**src/rtl/i2ct_pkg.sv**
```systemverilog
// Shared constants and types for the I2C target controller.
// Assumes a 3-bit word address on the host register port.
package i2ct_pkg;
    localparam int REG_AW  = 3;
    localparam int BYTE_W  = 8;
    localparam int TADDR_W = 7;
    localparam int NUM_EV  = 3;
    localparam int EV_DATA  = 0;
    localparam int EV_START = 1;
    localparam int EV_STOP  = 2;

    localparam logic [REG_AW-1:0] RW_OWN  = 3'd0;
    localparam logic [REG_AW-1:0] RW_CTL  = 3'd1;
    localparam logic [REG_AW-1:0] RW_DATA = 3'd2;
    localparam logic [REG_AW-1:0] RW_MASK = 3'd3;
    localparam logic [REG_AW-1:0] RW_RAW  = 3'd4;
    localparam logic [REG_AW-1:0] RW_MSK  = 3'd5;
    localparam logic [REG_AW-1:0] RW_CLR  = 3'd6;

    typedef enum logic [3:0] {
        ST_IDLE, ST_ADDR, ST_ADDR_ACK, ST_RX, ST_RX_HOLD,
        ST_RX_ACK, ST_TX_HOLD, ST_TX, ST_TX_ACK
    } eng_state_e;
endpackage

```
**src/rtl/i2ct_line_filter.sv**
```systemverilog
// Two-flop synchroniser plus a run-length glitch filter for one bus line.
// The clean output follows the synchronised level only after FILT_LEN
// consecutive samples differ from it. Assumes an idle-high line.
module i2ct_line_filter #(
    parameter int FILT_LEN = 3
) (
    input  logic clk,
    input  logic rst_n,
    input  logic pin_i,
    output logic clean_o
);
    localparam int CW = $clog2(FILT_LEN + 1);

    logic          s1, s2;
    logic [CW-1:0] run_cnt;

    // Bring the asynchronous pin into the clock domain.
    always_ff @(posedge clk) begin
        if (!rst_n) begin
            s1 <= 1'b1;
            s2 <= 1'b1;
        end else begin
            s1 <= pin_i;
            s2 <= s1;
        end
    end

    // Accept a new level only after it has persisted FILT_LEN samples.
    always_ff @(posedge clk) begin
        if (!rst_n) begin
            clean_o <= 1'b1;
            run_cnt <= '0;
        end else if (s2 == clean_o) begin
            run_cnt <= '0;
        end else if (run_cnt == CW'(FILT_LEN - 1)) begin
            clean_o <= s2;
            run_cnt <= '0;
        end else begin
            run_cnt <= run_cnt + 1'b1;
        end
    end
endmodule

```
**src/rtl/i2ct_engine.sv**
```systemverilog
// Bus protocol engine: START/STOP detection, address match, byte shifting,
// acknowledge handling and clock stretching. Works on filtered line levels.
// Assumes the host register block supplies one-cycle read/write strobes.
module i2ct_engine
    import i2ct_pkg::*;
(
    input  logic               clk,
    input  logic               rst_n,
    input  logic               active,
    input  logic [TADDR_W-1:0] own_addr,
    input  logic               scl_f,
    input  logic               sda_f,
    input  logic               data_rd,
    input  logic               data_wr,
    input  logic [BYTE_W-1:0]  wdata,
    output logic [BYTE_W-1:0]  rx_byte,
    output logic               rreq,
    output logic               treq,
    output logic               fbr,
    output logic               ev_start,
    output logic               ev_stop,
    output logic               ev_data,
    output logic               scl_low,
    output logic               sda_low
);
    eng_state_e        state;
    logic [3:0]        bitcnt;
    logic [BYTE_W-1:0] shreg;
    logic              scl_p, sda_p, rw_q, first_q, nack_q;
    logic              scl_rise, scl_fall;

    assign scl_rise = scl_f & ~scl_p;
    assign scl_fall = ~scl_f & scl_p;
    assign ev_start = active & scl_f & scl_p & sda_p & ~sda_f;
    assign ev_stop  = active & scl_f & scl_p & ~sda_p & sda_f;

    assign rreq    = (state == ST_RX_HOLD);
    assign treq    = (state == ST_TX_HOLD);
    assign scl_low = rreq | treq;
    assign sda_low = (state == ST_ADDR_ACK) | (state == ST_RX_HOLD) |
                     (state == ST_RX_ACK) | ((state == ST_TX) & ~shreg[BYTE_W-1]);

    // Previous filtered levels for edge and condition detection.
    always_ff @(posedge clk) begin
        if (!rst_n) begin
            scl_p <= 1'b1;
            sda_p <= 1'b1;
        end else begin
            scl_p <= scl_f;
            sda_p <= sda_f;
        end
    end

    // Transfer state machine.
    always_ff @(posedge clk) begin
        if (!rst_n) begin
            state   <= ST_IDLE;
            bitcnt  <= '0;
            shreg   <= '0;
            rx_byte <= '0;
            rw_q    <= 1'b0;
            first_q <= 1'b0;
            nack_q  <= 1'b0;
            fbr     <= 1'b0;
            ev_data <= 1'b0;
        end else begin
            ev_data <= 1'b0;
            if (!active) begin
                state <= ST_IDLE;
                fbr   <= 1'b0;
            end else if (ev_start) begin
                state  <= ST_ADDR;
                bitcnt <= '0;
                fbr    <= 1'b0;
            end else if (ev_stop) begin
                state <= ST_IDLE;
                fbr   <= 1'b0;
            end else begin
                case (state)
                    ST_ADDR, ST_RX: begin
                        if (scl_rise && bitcnt != 4'd8) begin
                            shreg  <= {shreg[BYTE_W-2:0], sda_f};
                            bitcnt <= bitcnt + 4'd1;
                        end else if (scl_fall && bitcnt == 4'd8) begin
                            if (state == ST_RX) begin
                                state   <= ST_RX_HOLD;
                                rx_byte <= shreg;
                                fbr     <= first_q;
                                first_q <= 1'b0;
                                ev_data <= 1'b1;
                            end else if (shreg[BYTE_W-1:1] == own_addr) begin
                                state <= ST_ADDR_ACK;
                                rw_q  <= shreg[0];
                            end else begin
                                state <= ST_IDLE;
                            end
                        end
                    end
                    ST_ADDR_ACK: if (scl_fall) begin
                        if (rw_q) begin
                            state   <= ST_TX_HOLD;
                            ev_data <= 1'b1;
                        end else begin
                            state   <= ST_RX;
                            bitcnt  <= '0;
                            first_q <= 1'b1;
                        end
                    end
                    ST_RX_HOLD: if (data_rd) begin
                        state <= ST_RX_ACK;
                        fbr   <= 1'b0;
                    end
                    ST_RX_ACK: if (scl_fall) begin
                        state  <= ST_RX;
                        bitcnt <= '0;
                    end
                    ST_TX_HOLD: if (data_wr) begin
                        shreg  <= wdata;
                        bitcnt <= '0;
                        state  <= ST_TX;
                    end
                    ST_TX: if (scl_fall) begin
                        shreg  <= {shreg[BYTE_W-2:0], 1'b0};
                        bitcnt <= bitcnt + 4'd1;
                        if (bitcnt == 4'd7) state <= ST_TX_ACK;
                    end
                    ST_TX_ACK: begin
                        if (scl_rise) nack_q <= sda_f;
                        if (scl_fall) begin
                            if (!nack_q) begin
                                state   <= ST_TX_HOLD;
                                ev_data <= 1'b1;
                            end else begin
                                state <= ST_IDLE;
                            end
                        end
                    end
                    default: state <= ST_IDLE;
                endcase
            end
        end
    end

    AST_QUIET_OFF: assert property (@(posedge clk) disable iff (!rst_n)
        !$past(active) |-> (!scl_low && !sda_low));
    AST_RX_RELEASE: assert property (@(posedge clk) disable iff (!rst_n)
        (rreq && data_rd && active && !ev_start && !ev_stop) |=> !rreq);
    AST_TX_RELEASE: assert property (@(posedge clk) disable iff (!rst_n)
        (treq && data_wr && active && !ev_start && !ev_stop) |=> !treq);
    AST_FBR_ONLY_RX: assert property (@(posedge clk) disable iff (!rst_n)
        fbr |-> rreq);
endmodule

```
**src/rtl/i2ct_regs.sv**
```systemverilog
// Host register block: own address, control/status, data, and the
// raw/mask/masked/clear event scheme driving irq. Read data is
// combinational on the address. Assumes single-cycle strobes.
module i2ct_regs
    import i2ct_pkg::*;
(
    input  logic               clk,
    input  logic               rst_n,
    input  logic [REG_AW-1:0]  bus_addr,
    input  logic               bus_we,
    input  logic               bus_re,
    input  logic [BYTE_W-1:0]  bus_wdata,
    output logic [BYTE_W-1:0]  bus_rdata,
    input  logic               rreq,
    input  logic               treq,
    input  logic               fbr,
    input  logic [BYTE_W-1:0]  rx_byte,
    input  logic               ev_start,
    input  logic               ev_stop,
    input  logic               ev_data,
    output logic [TADDR_W-1:0] own_addr,
    output logic               active,
    output logic               data_rd,
    output logic               data_wr,
    output logic               irq
);
    logic [NUM_EV-1:0] raw_q, mask_q, ev_set, ev_clr, masked;

    assign data_rd = bus_re & (bus_addr == RW_DATA);
    assign data_wr = bus_we & (bus_addr == RW_DATA);

    always_comb begin
        ev_set           = '0;
        ev_set[EV_DATA]  = ev_data;
        ev_set[EV_START] = ev_start;
        ev_set[EV_STOP]  = ev_stop;
    end
    assign ev_clr = (bus_we && bus_addr == RW_CLR) ? bus_wdata[NUM_EV-1:0] : '0;
    assign masked = raw_q & mask_q;
    assign irq    = |masked;

    // Configuration registers written by the host.
    always_ff @(posedge clk) begin
        if (!rst_n) begin
            own_addr <= '0;
            active   <= 1'b0;
            mask_q   <= '0;
        end else if (bus_we) begin
            if (bus_addr == RW_OWN)  own_addr <= bus_wdata[TADDR_W-1:0];
            if (bus_addr == RW_CTL)  active   <= bus_wdata[0];
            if (bus_addr == RW_MASK) mask_q   <= bus_wdata[NUM_EV-1:0];
        end
    end

    // Sticky raw events; a new event beats a same-cycle clear.
    always_ff @(posedge clk) begin
        if (!rst_n) raw_q <= '0;
        else        raw_q <= (raw_q & ~ev_clr) | ev_set;
    end

    // Read multiplexer.
    always_comb begin
        bus_rdata = '0;
        case (bus_addr)
            RW_OWN:  bus_rdata[TADDR_W-1:0] = own_addr;
            RW_CTL:  bus_rdata[2:0]         = {fbr, treq, rreq};
            RW_DATA: bus_rdata              = rx_byte;
            RW_MASK: bus_rdata[NUM_EV-1:0]  = mask_q;
            RW_RAW:  bus_rdata[NUM_EV-1:0]  = raw_q;
            RW_MSK:  bus_rdata[NUM_EV-1:0]  = masked;
            default: bus_rdata = '0;
        endcase
    end

    AST_REQ_EXCL: assert property (@(posedge clk) disable iff (!rst_n)
        !(rreq && treq));
    AST_DATA_EVT: assert property (@(posedge clk) disable iff (!rst_n)
        $rose(rreq) |=> raw_q[EV_DATA]);
    AST_SET_WINS: assert property (@(posedge clk) disable iff (!rst_n)
        ev_start |=> raw_q[EV_START]);
    AST_CLR_STOP: assert property (@(posedge clk) disable iff (!rst_n)
        (bus_we && bus_addr == RW_CLR && bus_wdata[EV_STOP] && !ev_stop) |=> !raw_q[EV_STOP]);
endmodule

```
**src/rtl/i2c_target_regs.sv**
```systemverilog
// Top level: filters both bus lines, runs the protocol engine and exposes
// the host register port. Bus outputs are open-drain pull-down enables.
module i2c_target_regs
    import i2ct_pkg::*;
#(
    parameter int FILT_LEN = 3
) (
    input  logic              clk,
    input  logic              rst_n,
    input  logic [REG_AW-1:0] bus_addr,
    input  logic              bus_we,
    input  logic              bus_re,
    input  logic [BYTE_W-1:0] bus_wdata,
    output logic [BYTE_W-1:0] bus_rdata,
    input  logic              scl_in,
    input  logic              sda_in,
    output logic              scl_pull,
    output logic              sda_pull,
    output logic              irq
);
    logic [1:0]         pins, clean;
    logic [TADDR_W-1:0] own_addr;
    logic [BYTE_W-1:0]  rx_byte;
    logic active, data_rd, data_wr, rreq, treq, fbr;
    logic ev_start, ev_stop, ev_data;

    assign pins = {scl_in, sda_in};

    // One synchroniser and filter per bus line.
    for (genvar g = 0; g < 2; g++) begin : g_line
        i2ct_line_filter #(.FILT_LEN(FILT_LEN)) u_filt (
            .clk(clk), .rst_n(rst_n), .pin_i(pins[g]), .clean_o(clean[g]));
    end

    i2ct_engine u_eng (
        .clk(clk), .rst_n(rst_n), .active(active), .own_addr(own_addr),
        .scl_f(clean[1]), .sda_f(clean[0]), .data_rd(data_rd),
        .data_wr(data_wr), .wdata(bus_wdata), .rx_byte(rx_byte),
        .rreq(rreq), .treq(treq), .fbr(fbr), .ev_start(ev_start),
        .ev_stop(ev_stop), .ev_data(ev_data), .scl_low(scl_pull),
        .sda_low(sda_pull));

    i2ct_regs u_regs (
        .clk(clk), .rst_n(rst_n), .bus_addr(bus_addr), .bus_we(bus_we),
        .bus_re(bus_re), .bus_wdata(bus_wdata), .bus_rdata(bus_rdata),
        .rreq(rreq), .treq(treq), .fbr(fbr), .rx_byte(rx_byte),
        .ev_start(ev_start), .ev_stop(ev_stop), .ev_data(ev_data),
        .own_addr(own_addr), .active(active), .data_rd(data_rd),
        .data_wr(data_wr), .irq(irq));
endmodule

```
**config.mk**
```make
export PLATFORM = sky130hd
export DESIGN_NAME = i2c_target_regs
export DESIGN_NICKNAME = d
export VERILOG_FILES = /design/src/rtl/i2ct_pkg.sv /design/src/rtl/i2ct_line_filter.sv /design/src/rtl/i2ct_engine.sv /design/src/rtl/i2ct_regs.sv /design/src/rtl/i2c_target_regs.sv
export SDC_FILE = /design/constraint.sdc
export NUM_CORES = 1
export LEC_CHECK = 0
export ABC_AREA = 0
export BUFFER_PORTS_ARGS = -buffer_cell sky130_fd_sc_hd__buf_4
export CORE_AREA = 8 8 91 93
export DETAILED_ROUTE_END_ITERATION = 16
export DIE_AREA = 0 0 99 101
export SLEW_MARGIN = 25
export SYNTH_ARGS = -nofsm -noshare
export SYNTH_HDL_FRONTEND = slang
export SYNTH_HIERARCHICAL = 1
export SYNTH_SLANG_ARGS = --single-unit
export TNS_END_PERCENT = 50
```
**constraint.sdc**
```tcl
create_clock -name clk -period 2.35 [get_ports clk]
set_input_delay 0.235 -clock clk [delete_from_list [all_inputs] [get_ports clk]]
set_output_delay 0.235 -clock clk [all_outputs]
set_load 0.01 [all_outputs]
```
==> results.ini <==
[logic_synthesis]
synthFlopType = dfxtp_1
synth-edff-count = 0
syn-instance-count = 336
synth-seq-cells = 55
synth_top_area_share = 0.368
synth.area.top_cells = dfxtp_1, mux2i_1, nor2_1, xnor2_1, nor2b_1
avgSynthCellArea_um2 = 8.90
async_flop_share = 0
synth_cell_types = 60
yosysWarnings = 6
synth_area_um2 = 2990
syn-num-nets = 357
ys_seq_area_frac = 0.368
yosys.area.top_type = dfxtp_1

[power_and_ir_drop]
pwr-share-clk = 0.380
internal_power_uw = 1310
seqPwrFrac = 0.558
vdd_drop_max_mv = 0.273
power_frac_comb = 0.062
p_sw_uw = 388
p_sw_frac = 0.229
p_leak_uw = 0.00127
power.density_nw_per_um2 = 494

[grt]
grt_overflow = 0
grt_pass1_vias = 2505
track_usage = 0.151
grt_max_degree = 35
grt_pass1_wl_um = 12200
grt_antenna_before_repair = 0

[timing]
setup_tns_ns = 0
setup_ws_ns = 0.143
finalHoldViolations = 0
finClkSkew_ns = 0.00802
min_period_over_period = 0.939
rsz0062_at_grt = no
hold_ws_ns = 0.105
tightest_slew_ns = 0.673
fin_crit_ns = 2.21
drv_slew = 0
max_freq_mhz = 453
relSlewSlack = 0.551
setup_viol = 0

[worst_setup_path]
end_kind = output pin
start_kind = register
crit_required_ns = 2.12
rrSetupSlack_ns = 0.32
reg2reg_to = u_eng/bitcnt[0]
arrival_ns = 1.97
critPathMaxFanout = 16
worstSetupPathType = reg -> out
r2r-start = g_line[1].u_filt/clean_o
reg2regPathDepth = 5

[placement]
gp_congestion = 0.881
dpl_worst_slack_ns = 0.205
post_dp_cell_area_um2 = 3310
dpl.hpwl_um = 5360
io_buffers = 27

[drt]
avgViaCountPerCell = 5.68
first_pass_iters = 6
drt.antenna.violating_nets = 0
wl_per_cell_um = 16.5
drc = 0
first_iter_violations = 150
dr_total_vias = 2555
totalWireLength_um = 7440

[finish]
nFillCells = 673
drive_gt1_frac = 0.158
layout_common_cells = dfxtp_1, buf_4, mux2i_1
final_util = 0.494
multiInputGateArea_um2 = 1760
seq_area_um2 = 1100
synthToLayoutAreaGrowth_pct = 14.7
fin_nets = 389
fin_area_um2 = 3430
final_common_cell = dfxtp_1
diodes = 0

[clock_tree]
clk_pin_slew_ns = 0.10
htreeDepth = 2
clk_latency_ns = 0.31
ctsHoldBuffers = 0
cts_root_buf = clkbuf_8
post_cts_buffers = 0
post_cts_resize_count = 0
cts_buffer_depth = 2
cts_tree = built
cts.sinks = 55
cts_made_buffers = 5

[floorplanning]
die_x_um = 99
rows = 31
io_pins = 28
dieArea_um2 = 10000
core_area_um2 = 6940
fp.dieH_um = 101
initial_utilization = 0.431

[job]
cap_violations = 0

[min_path]
whs_endpoint = g_line[0].u_filt/s1
min-delay-start = sda_in
hp-class = in -> reg
holdPathStages = 2

[outcome]
outcome = completed

stage by stage:
stage / power (uW) / cells
finish: 1700 / 450
global route: 1750 / 450
CTS: 1710 / 450
detailed placement: 1070 / 443
global placement: 1070 / 443
floorplan: 1030 / 336
cell families (layout without fill, tap and decap cells):
family | count (synthesis) | count (layout) | synth area share
compound gates | 61 | 61 | 0.148
flops | 55 | 55 | 0.368
fa+ha+maj | 4 | 4 | 0.0167
mux | 40 | 40 | 0.134
simple gates | 134 | 134 | 0.254
xor+xnor | 11 | 11 | 0.0322
buf+inv | 31 | 63 | 0.0469
power by group through the flow:
| stage | registers (uW) | clock network, uW | logic (uW) |
|---|---|---|---|
| detailed placement | 967 | 0 | 105 |
| finish | 946 | 644 | 105 |
| floorplan | 966 | 0 | 59.6 |
| global placement | 967 | 0 | 105 |
| CTS | 946 | 659 | 106 |
| global route | 947 | 693 | 113 |
cell usage after synthesis (3+ instances only):
cell type and count:
dfxtp_1 55, mux2i_1 39, nor2_1 31, nand2_1 18, inv_1 15, nor2b_1 15, nand2b_1 14, o21ai_0 12
xnor2_1 11, a211oi_1 9, nand3_1 8, buf_2 7, nor3_1 7, a21oi_1 5, a31oi_1 5, clkbuf_1 5
nand4_1 5, nor3b_1 5, nor4b_1 5, ha_1 4, a311oi_1 3, and3b_1 3, nand3b_1 3
state kept, by name, indices dropped and copies added, names as in the netlist, 3 cells and up:
signal                 cells
u_eng/rx_byte              8
u_eng/shreg                8
u_regs/own_addr            7
g_line.u_filt/run_cnt      4
u_eng/bitcnt               4
u_eng/state                4
u_regs/mask_q              3
u_regs/raw_q               3
routing by layer:
layer  vias up  GRT usage  wire length [um]  part of all wire
met2        47      0.251              3390              0.46
li1       1271          -                 -                 -
met1      1228      0.190              3620              0.49
met3         9     0.0325               318             0.043
met4         0     0.0484               111             0.015
met5         -          0                 0                 0
worst max-delay path by stage:
stage | from | end | slack (ns)
5_1_grt | u_eng/state[2] | bus_rdata[0] | 0.008
6_report | u_eng/state[2] | bus_rdata[0] | 0.14
3_5_place_dp | bus_addr[0] | u_eng/bitcnt[0] | 0.20
2_1_floorplan | bus_addr[2] | u_eng/bitcnt[0] | 0.33
4_1_cts | u_eng/state[2] | bus_rdata[0] | 0.05
3_3_place_gp | bus_addr[0] | u_eng/bitcnt[0] | 0.22
critical path, cell delays in order (launching register included):
cell     delay (ns)
dfxtp_1        0.63
nor2b_2        0.37
nand2_1        0.14
inv_1          0.11
nand2_1        0.05
a32oi_1        0.20
buf_4          0.15
layout make-up:
type / instances / area share
tap: 82 / 0.0299
clock buffer: 5 / 0.0201
timing repair buffer: 40 / 0.0875
clock inverter: 2 / 0.0120
inverter: 16 / 0.0175
sequential: 55 / 0.321
multi-input combinational: 250 / 0.512
No activity file was read; power rests on OpenSTA's default activity.
